[config.mk]
export PLATFORM = sky130hd
export DESIGN_NAME = vic_slots
export DESIGN_NICKNAME = d
export VERILOG_FILES = /design/src/rtl/vic_pkg.sv /design/src/rtl/vic_src_regs.sv /design/src/rtl/vic_prio_pick.sv /design/src/rtl/vic_slot_bank.sv /design/src/rtl/vic_slots.sv
export SDC_FILE = /design/constraint.sdc
export NUM_CORES = 2
export LEC_CHECK = 0
export ABC_CLOCK_PERIOD_IN_PS = 11000
export CORE_UTILIZATION = 30
export DETAILED_ROUTE_END_ITERATION = 6
export GPL_TIMING_DRIVEN = 0
export HOLD_SLACK_MARGIN = 0.08
export PLACE_DENSITY = 0.41
export SYNTH_ARGS = -nofsm -noshare
export SYNTH_HDL_FRONTEND = slang
export SYNTH_SLANG_ARGS = --single-unit
[constraint.sdc]
create_clock -name clk -period 11 [get_ports clk]
set_input_delay 2.2 -clock clk [delete_from_list [all_inputs] [get_ports clk]]
set_output_delay 2.2 -clock clk [all_outputs]
set_load 0.005 [all_outputs]
[src/rtl/vic_pkg.sv]
package vic_pkg;
  localparam int REG_AW = 8;
  localparam int DW     = 32;

  localparam logic [REG_AW-1:0] OFS_RAW  = 8'h00;
  localparam logic [REG_AW-1:0] OFS_IRQS = 8'h04;
  localparam logic [REG_AW-1:0] OFS_FIQS = 8'h08;
  localparam logic [REG_AW-1:0] OFS_EN   = 8'h0C;
  localparam logic [REG_AW-1:0] OFS_CLR  = 8'h10;
  localparam logic [REG_AW-1:0] OFS_TYPE = 8'h14;
  localparam logic [REG_AW-1:0] OFS_VECT = 8'h18;
  localparam logic [REG_AW-1:0] OFS_DEF  = 8'h1C;

  // upper two offset bits pick the slot regions
  localparam logic [1:0] REGION_CTL = 2'b01;
  localparam logic [1:0] REGION_ADR = 2'b10;
endpackage

[src/rtl/vic_src_regs.sv]
module vic_src_regs #(
  parameter int NSRC = 32
) (
  input  logic            clk,
  input  logic            rst,
  input  logic            we_set,
  input  logic            we_clr,
  input  logic            we_type,
  input  logic [NSRC-1:0] wbits,
  input  logic [NSRC-1:0] req,
  output logic [NSRC-1:0] en_q,
  output logic [NSRC-1:0] type_q,
  output logic [NSRC-1:0] irq_stat,
  output logic [NSRC-1:0] fiq_stat
);
  always_ff @(posedge clk) begin
    if (rst) begin
      en_q   <= '0;
      type_q <= '0;
    end else begin
      if (we_set)      en_q <= en_q | wbits;
      else if (we_clr) en_q <= en_q & ~wbits;
      if (we_type)     type_q <= wbits;
    end
  end

  always_comb begin
    irq_stat = req & en_q & ~type_q;
    fiq_stat = req & en_q & type_q;
  end
endmodule

[src/rtl/vic_prio_pick.sv]
module vic_prio_pick #(
  parameter int N = 16,
  localparam int IW = (N > 1) ? $clog2(N) : 1
) (
  input  logic [N-1:0]  hit,
  output logic [IW-1:0] win,
  output logic          valid
);
  always_comb begin
    win   = '0;
    valid = 1'b0;
    // scan downward so the lowest index is the last one taken
    for (int i = N - 1; i >= 0; i--) begin
      if (hit[i]) begin
        win   = IW'(i);
        valid = 1'b1;
      end
    end
  end
endmodule

[src/rtl/vic_slot_bank.sv]
module vic_slot_bank #(
  parameter int NSRC  = 32,
  parameter int NSLOT = 16,
  parameter int DW    = 32,
  localparam int SW   = $clog2(NSRC),
  localparam int IW   = (NSLOT > 1) ? $clog2(NSLOT) : 1
) (
  input  logic                     clk,
  input  logic                     rst,
  input  logic                     ctl_we,
  input  logic                     adr_we,
  input  logic [IW-1:0]            idx,
  input  logic [DW-1:0]            wdata,
  input  logic [NSRC-1:0]          irq_stat,
  input  logic [DW-1:0]            def_addr,
  output logic [NSLOT-1:0][SW:0]   ctl_q,
  output logic [DW-1:0]            adr_rd_q,
  output logic [DW-1:0]            vect_q
);
  logic [DW-1:0]    adr_mem [NSLOT];
  logic [NSLOT-1:0] hit;
  logic [IW-1:0]    win;
  logic             win_valid;

  for (genvar s = 0; s < NSLOT; s++) begin : g_slot
    always_ff @(posedge clk) begin
      if (rst)
        ctl_q[s] <= '0;
      else if (ctl_we && idx == IW'(s))
        ctl_q[s] <= wdata[SW:0];
    end
    assign hit[s] = ctl_q[s][SW] & irq_stat[ctl_q[s][SW-1:0]];
  end

  vic_prio_pick #(.N(NSLOT)) pick_i (
    .hit   (hit),
    .win   (win),
    .valid (win_valid)
  );

  // handler address storage, no reset so it maps onto RAM
  always_ff @(posedge clk) begin
    if (adr_we) adr_mem[idx] <= wdata;
    adr_rd_q <= adr_mem[idx];
  end

  always_ff @(posedge clk) begin
    if (rst)            vect_q <= '0;
    else if (win_valid) vect_q <= adr_mem[win];
    else                vect_q <= def_addr;
  end
endmodule

[src/rtl/vic_slots.sv]
module vic_slots
  import vic_pkg::*;
#(
  parameter int NSRC  = 32,
  parameter int NSLOT = 16,
  localparam int SW   = $clog2(NSRC),
  localparam int IW   = (NSLOT > 1) ? $clog2(NSLOT) : 1
) (
  input  logic              clk,
  input  logic              rst,
  input  logic [NSRC-1:0]   req_in,
  input  logic              bus_sel,
  input  logic              bus_wr,
  input  logic [REG_AW-1:0] bus_addr,
  input  logic [DW-1:0]     bus_wdata,
  output logic [DW-1:0]     bus_rdata,
  output logic              fiq_o,
  output logic              irq_o
);
  logic             wr_en, rd_en;
  logic [1:0]       region;
  logic [IW-1:0]    idx;
  logic             idx_ok;
  logic [NSRC-1:0]  en_q, type_q, irq_stat, fiq_stat;
  logic [NSLOT-1:0][SW:0] ctl_q;
  logic [DW-1:0]    adr_rd_q, vect_q, def_q, reg_rd_q;
  logic             mem_rd_q;
  logic             unused_bits;

  assign wr_en  = bus_sel & bus_wr;
  assign rd_en  = bus_sel & ~bus_wr;
  assign region = bus_addr[REG_AW-1:REG_AW-2];
  assign idx    = bus_addr[2 +: IW];
  assign idx_ok = (32'(idx) < NSLOT);
  assign unused_bits = ^bus_addr[1:0];

  vic_src_regs #(.NSRC(NSRC)) src_i (
    .clk      (clk),
    .rst      (rst),
    .we_set   (wr_en && bus_addr == OFS_EN),
    .we_clr   (wr_en && bus_addr == OFS_CLR),
    .we_type  (wr_en && bus_addr == OFS_TYPE),
    .wbits    (bus_wdata[NSRC-1:0]),
    .req      (req_in),
    .en_q     (en_q),
    .type_q   (type_q),
    .irq_stat (irq_stat),
    .fiq_stat (fiq_stat)
  );

  vic_slot_bank #(.NSRC(NSRC), .NSLOT(NSLOT), .DW(DW)) bank_i (
    .clk      (clk),
    .rst      (rst),
    .ctl_we   (wr_en && region == REGION_CTL && idx_ok),
    .adr_we   (wr_en && region == REGION_ADR && idx_ok),
    .idx      (idx),
    .wdata    (bus_wdata),
    .irq_stat (irq_stat),
    .def_addr (def_q),
    .ctl_q    (ctl_q),
    .adr_rd_q (adr_rd_q),
    .vect_q   (vect_q)
  );

  always_ff @(posedge clk) begin
    if (rst) def_q <= '0;
    else if (wr_en && bus_addr == OFS_DEF) def_q <= bus_wdata;
  end

  always_ff @(posedge clk) begin
    if (rst) begin
      fiq_o <= 1'b0;
      irq_o <= 1'b0;
    end else begin
      fiq_o <= |fiq_stat;
      irq_o <= |irq_stat;
    end
  end

  always_ff @(posedge clk) begin
    if (rst) begin
      reg_rd_q <= '0;
      mem_rd_q <= 1'b0;
    end else begin
      mem_rd_q <= rd_en && region == REGION_ADR && idx_ok;
      reg_rd_q <= '0;
      if (rd_en) begin
        if (region == REGION_CTL) begin
          if (idx_ok) reg_rd_q <= DW'(ctl_q[idx]);
        end else begin
          case (bus_addr)
            OFS_RAW:  reg_rd_q <= DW'(req_in);
            OFS_IRQS: reg_rd_q <= DW'(irq_stat);
            OFS_FIQS: reg_rd_q <= DW'(fiq_stat);
            OFS_EN:   reg_rd_q <= DW'(en_q);
            OFS_TYPE: reg_rd_q <= DW'(type_q);
            OFS_VECT: reg_rd_q <= vect_q;
            OFS_DEF:  reg_rd_q <= def_q;
            default:  reg_rd_q <= '0;
          endcase
        end
      end
    end
  end

  assign bus_rdata = mem_rd_q ? adr_rd_q : reg_rd_q;
endmodule

==> impl_summary.md <==
STA
The worst slew margin relative to its limit is about 4.9%. Setup repair after global routing left no endpoint under its margin. The measured slew at the worst slew-check pin is around 1.4 ns. The number of setup violations in the final report is 0.

Clock skew on the completed layout was measured at between 0.06 and 0.07 ns. The final critical delay including setup and external delays is between 8 and 9 ns. For this run, the top clock speed supported by timing is 0.115 GHz. The count of pins over their slew limit came to 0.

The final count of hold timing violations was 0. The worst path uses between 70% and 80% of the clock period. In the final timing run, aggregate negative setup slack is 0 ns.

Yosys
The synthesized design contains 512 enable-type register cells. The synthesis warning total is 0. The most used flip-flop cell after synthesis is sky130_fd_sc_hd__edfxtp_1. When the netlist entered floorplanning its net count stood at ~3500. The post-synthesis cell area is ~41000 sq um. The number of synthesized register bits is roughly 800. After technology mapping, the gate count stands at between 3000 and 4000.

In this run, distinct cell masters in the synthesized netlist total 78. The share of async-settable or async-resettable flops after synthesis is 0%. The mean cell area of the mapped netlist is ~12 sq um. Sequential cells were found to cover between 50% and 60% of the synthesized design area.

CTS
The buffer type at the clock tree root is sky130_fd_sc_hd__clkbuf_16. The number of clock buffers added by TritonCTS is between 90 and 100. The total clock sinks is about 800. Buffers inserted to repair hold after CTS numbered 0. The number of setup buffers added after CTS is 0. The clock-pin slew on the worst setup and hold paths is 0.06 ns. The buffer levels on the longest clock path is 3. Clock latency on the worst-skew pair, taken at its later pin, is between 0.7 and 0.8 ns. The CTS H-tree depth is 3. TritonCTS built the clock tree.

The post-cts sizing count is 0.

Floorplanning
After floorplanning, the core was divided into approximately 140 placement rows. The initial standard-cell utilization of the core is 30.4%. The overall die area is ~140000 sq um. In this run the horizontal extent of the chip is between 300 and 400 microns. In this run the count of I/O pins placed on the die edge is between 100 and 150. The vertical die dimension is approximately 370 microns. The area of the core is between 100000 and 150000 sq um.

Final layout
The number of filler cells placed in the layout is ~13000. The layout overhead on the synthesized area is 17.6%. The share of layout cells above drive strength 1 is between 10% and 20%. After routing the design area is between 40000 and 50000 sq um. The net total in the final layout is around 3700.

Power
The share of total power dissipated in combinational logic is slightly below 5%. The internal portion of the total power is 5290 uW. Net switching is around a quarter of the power.

The worst IR drop on VDD is 0.120 mV. For this design the ratio of total power to cell area is 143 nW/um^2. The static power due to leakage is between 0.015 and 0.02 uW. The proportion of power drawn by flip-flops and latches is between 40 and 50%. The clock group share of total power is about half. The analysis attributes to net switching a power of between 1500 and 2000 uW.

Global routing
The met2 global-route usage is between 40% and 50%. Entering global routing, the biggest net connects 23 pins. The global-route wire length before repair is 270000 microns. The via count of the first global-routing pass is around 32000. The global routing met1 resource utilization is between 30% and 40%. The highest-utilization routing layer at the global route stage is met2. Global routing consumed, on the met3 layer, 5.19% of the routing resources. The initial antenna violation count is 10.

Global routing finished with a remaining overflow of 0. The total routing usage reported by global routing is between 20% and 30%.

Setup path
The required time of the critical path is 11.66 ns. The largest delay contributor family on the critical path is compound AO/OA/AOI/OAI gates. The critical path is of the in -> reg type.

The cell with the biggest individual delay on the critical path is sky130_fd_sc_hd__o41ai_1. The setup check on the worst reg-to-reg path leaves a slack of approximately 4.1 ns. The type of origin of the critical path is an input port. The buffer and inverter count on the worst path is 4. The arrival time at the worst endpoint is around 9.4 ns. The worst setup path is captured at a flop. The critical path's largest stage delay is roughly 1.0 ns. The maximum net fanout on the critical path is 10. Traced cell by cell, the critical path runs through clkdlybuf4s50_1, nand3b_1, clkbuf_1, mux4_2, mux2i_1, mux4_2, nand2_1, a21boi_1, o21ai_1, buf_2, clkbuf_1, a21boi_0, a211oi_1, o41ai_1, and3_1.

Drt
The ratio of routed vias to standard cells is 5.97. After detailed routing, the average wire length per cell comes to ~36 microns. The count of routing violations after the opening detailed-route iteration is ~4000. The detailed-routing iteration count for the pre-antenna-repair pass is 7.

The remaining design rule violation count is 0. The via count is ~33000. Summed over all layers, the routed wires come to a little under 200000 microns. In this run the remaining antenna-violating nets after routing total 0.

Placed design
The HPWL after detailed placement is ~150000 microns. The placed cell area is 45400 sq um. During placement, the flow inserted port buffers numbering 106. The placer's final routability congestion estimate is roughly 1.0.

Flow run
Max-cap violations in this run came to 0.

Min path
The worst hold-check path type is reg -> reg.

Run status
The flow ran to the end, and the final reports show no timing, DRC or antenna violations.
[cells in the mapped netlist (all sizes together), types with 14 or more instances]
cell type / count / area, sq um
a21boi: 68 / 510
and3: 32 / 200
o211a: 67 / 671
nor3: 14 / 75.1
mux2: 43 / 484
a222oi: 17 / 170
nand2b: 19 / 119
buf: 108 / 529
o221ai: 38 / 333
o211ai: 15 / 113
nand3: 112 / 561
inv: 87 / 327
o21ai: 100 / 504
a31oi: 60 / 390
mux2i: 147 / 1470
edfxtp: 512 / 15400
a21oi: 129 / 657
mux4: 289 / 6510
dfxtp: 291 / 5830
o41ai: 32 / 280
a22oi: 69 / 518
nand4: 20 / 125
o22a: 37 / 324
nand2: 426 / 1600
clkbuf: 206 / 773
and3b: 20 / 175
nand3b: 43 / 345
nor2b: 22 / 138
a32oi: 37 / 324
nor2: 177 / 674
a211oi: 67 / 513
[path summary, 6_finish.rpt]
kind	from	end	depth (start not counted)
worst min register to register	def_q[29]	def_q[29]	2
worst max register to register	src_i.type_q[14]	bank_i.vect_q[10]	14
worst min-delay path	def_q[29]	def_q[29]	2
worst max-delay path	req_in[14]	bank_i.vect_q[10]	15
[metrics by stage]
| stage | hold WS (ns) | std cells | total power (uW) | setup WS, ns | utilization (%) |
|---|---|---|---|---|---|
| floorplan | 0.443 | 3403 | 3430 | 5.04 | - |
| global route | 0.514 | 5496 | 7120 | 2.50 | 35.8 |
| global placement | 0.474 | 5290 | 3630 | -0.592 | 32.8 |
| CTS | 0.486 | 5495 | 7000 | 2.60 | 35.8 |
| finish | 0.487 | 5500 | 6950 | 2.31 | 35.8 |
| detailed placement | 0.478 | 5314 | 3630 | 1.85 | 33.4 |
[flip-flops by register name, indices dropped and copies added (netlist names), named ones only]
name	flops
bank_i.adr_mem	512
bank_i.adr_rd_q	32
bank_i.ctl_q	96
bank_i.vect_q	32
def_q	32
fiq_o	1
irq_o	1
mem_rd_q	1
reg_rd_q	32
src_i.type_q	32
[worst reg2reg max path, stage by stage, from the launching register on]
cell and delay [ns]:
sky130_fd_sc_hd__dfxtp_1 0.40, sky130_fd_sc_hd__nand3b_1 0.50, sky130_fd_sc_hd__clkbuf_1 0.82, sky130_fd_sc_hd__mux4_2 0.43
sky130_fd_sc_hd__mux2i_1 0.08, sky130_fd_sc_hd__mux4_2 0.50, sky130_fd_sc_hd__nand2_1 0.13, sky130_fd_sc_hd__a21boi_1 0.93
sky130_fd_sc_hd__o21ai_1 0.62, sky130_fd_sc_hd__buf_2 0.40, sky130_fd_sc_hd__clkbuf_1 0.38, sky130_fd_sc_hd__a21boi_0 0.30
sky130_fd_sc_hd__a211oi_1 0.07, sky130_fd_sc_hd__o41ai_1 1.01, sky130_fd_sc_hd__and3_1 0.31
[area by class of cell]
class | count | area (sq um) | share of cell area [%]
Multi-Input combinational cell | 2199 | 18700 | 38.4
Inverter | 87 | 327 | 0.670
Buffer | 314 | 1310 | 2.68
Antenna cell | 4 | 10.0 | 0.0205
Clock inverter | 55 | 651 | 1.34
Tap cell | 1781 | 2230 | 4.57
Clock buffer | 126 | 2640 | 5.41
Sequential cell | 803 | 21200 | 43.5
Timing Repair Buffer | 131 | 1640 | 3.37
[cells in the final DEF, fill, tap and decap left out, types with 38 or more instances in the layout]
| cell type | netlist | layout |
|---|---|---|
| sky130_fd_sc_hd__a211oi_1 | 65 | 65 |
| sky130_fd_sc_hd__a21boi_0 | 66 | 66 |
| sky130_fd_sc_hd__a21oi_1 | 128 | 128 |
| sky130_fd_sc_hd__a22oi_1 | 69 | 69 |
| sky130_fd_sc_hd__a31oi_1 | 59 | 59 |
| sky130_fd_sc_hd__buf_2 | 60 | 63 |
| sky130_fd_sc_hd__clkbuf_1 | 206 | 225 |
| sky130_fd_sc_hd__clkbuf_16 | 0 | 97 |
| sky130_fd_sc_hd__clkdlybuf4s50_1 | 0 | 106 |
| sky130_fd_sc_hd__dfxtp_1 | 291 | 291 |
| sky130_fd_sc_hd__edfxtp_1 | 512 | 512 |
| sky130_fd_sc_hd__inv_1 | 85 | 85 |
| sky130_fd_sc_hd__mux2_2 | 43 | 43 |
| sky130_fd_sc_hd__mux2i_1 | 147 | 147 |
| sky130_fd_sc_hd__mux4_2 | 289 | 289 |
| sky130_fd_sc_hd__nand2_1 | 426 | 426 |
| sky130_fd_sc_hd__nand3_1 | 112 | 112 |
| sky130_fd_sc_hd__nor2_1 | 175 | 159 |
| sky130_fd_sc_hd__o211a_1 | 67 | 67 |
| sky130_fd_sc_hd__o21ai_0 | 93 | 93 |
| sky130_fd_sc_hd__o221ai_1 | 38 | 38 |
[routing by layer]
metal,vias up,wire [microns]
li1,13806,-
met3,443,15300
met4,2,11100
met1,16872,80900
met2,1717,91100
met5,-,13
[power groups by stage]
stage / combinational [uW] / sequential [uW] / clock, uW
after global routing: 351 / 3230 / 3530
final: 341 / 3230 / 3370
after global placement: 333 / 3300 / 0
after floorplan: 142 / 3290 / 0
after CTS: 337 / 3230 / 3420
after detailed placement: 336 / 3300 / 0
[kinds of logic after synthesis]
kind of cell / share of synthesized area, %
multiplexers: 20.4
AO/OA/AOI/OAI: 14.1
buffers and inverters: 3.93
AND/OR/NAND/NOR: 10.4
flip-flops: 51.2
Note: power is estimated with default switching activity, not from simulation.
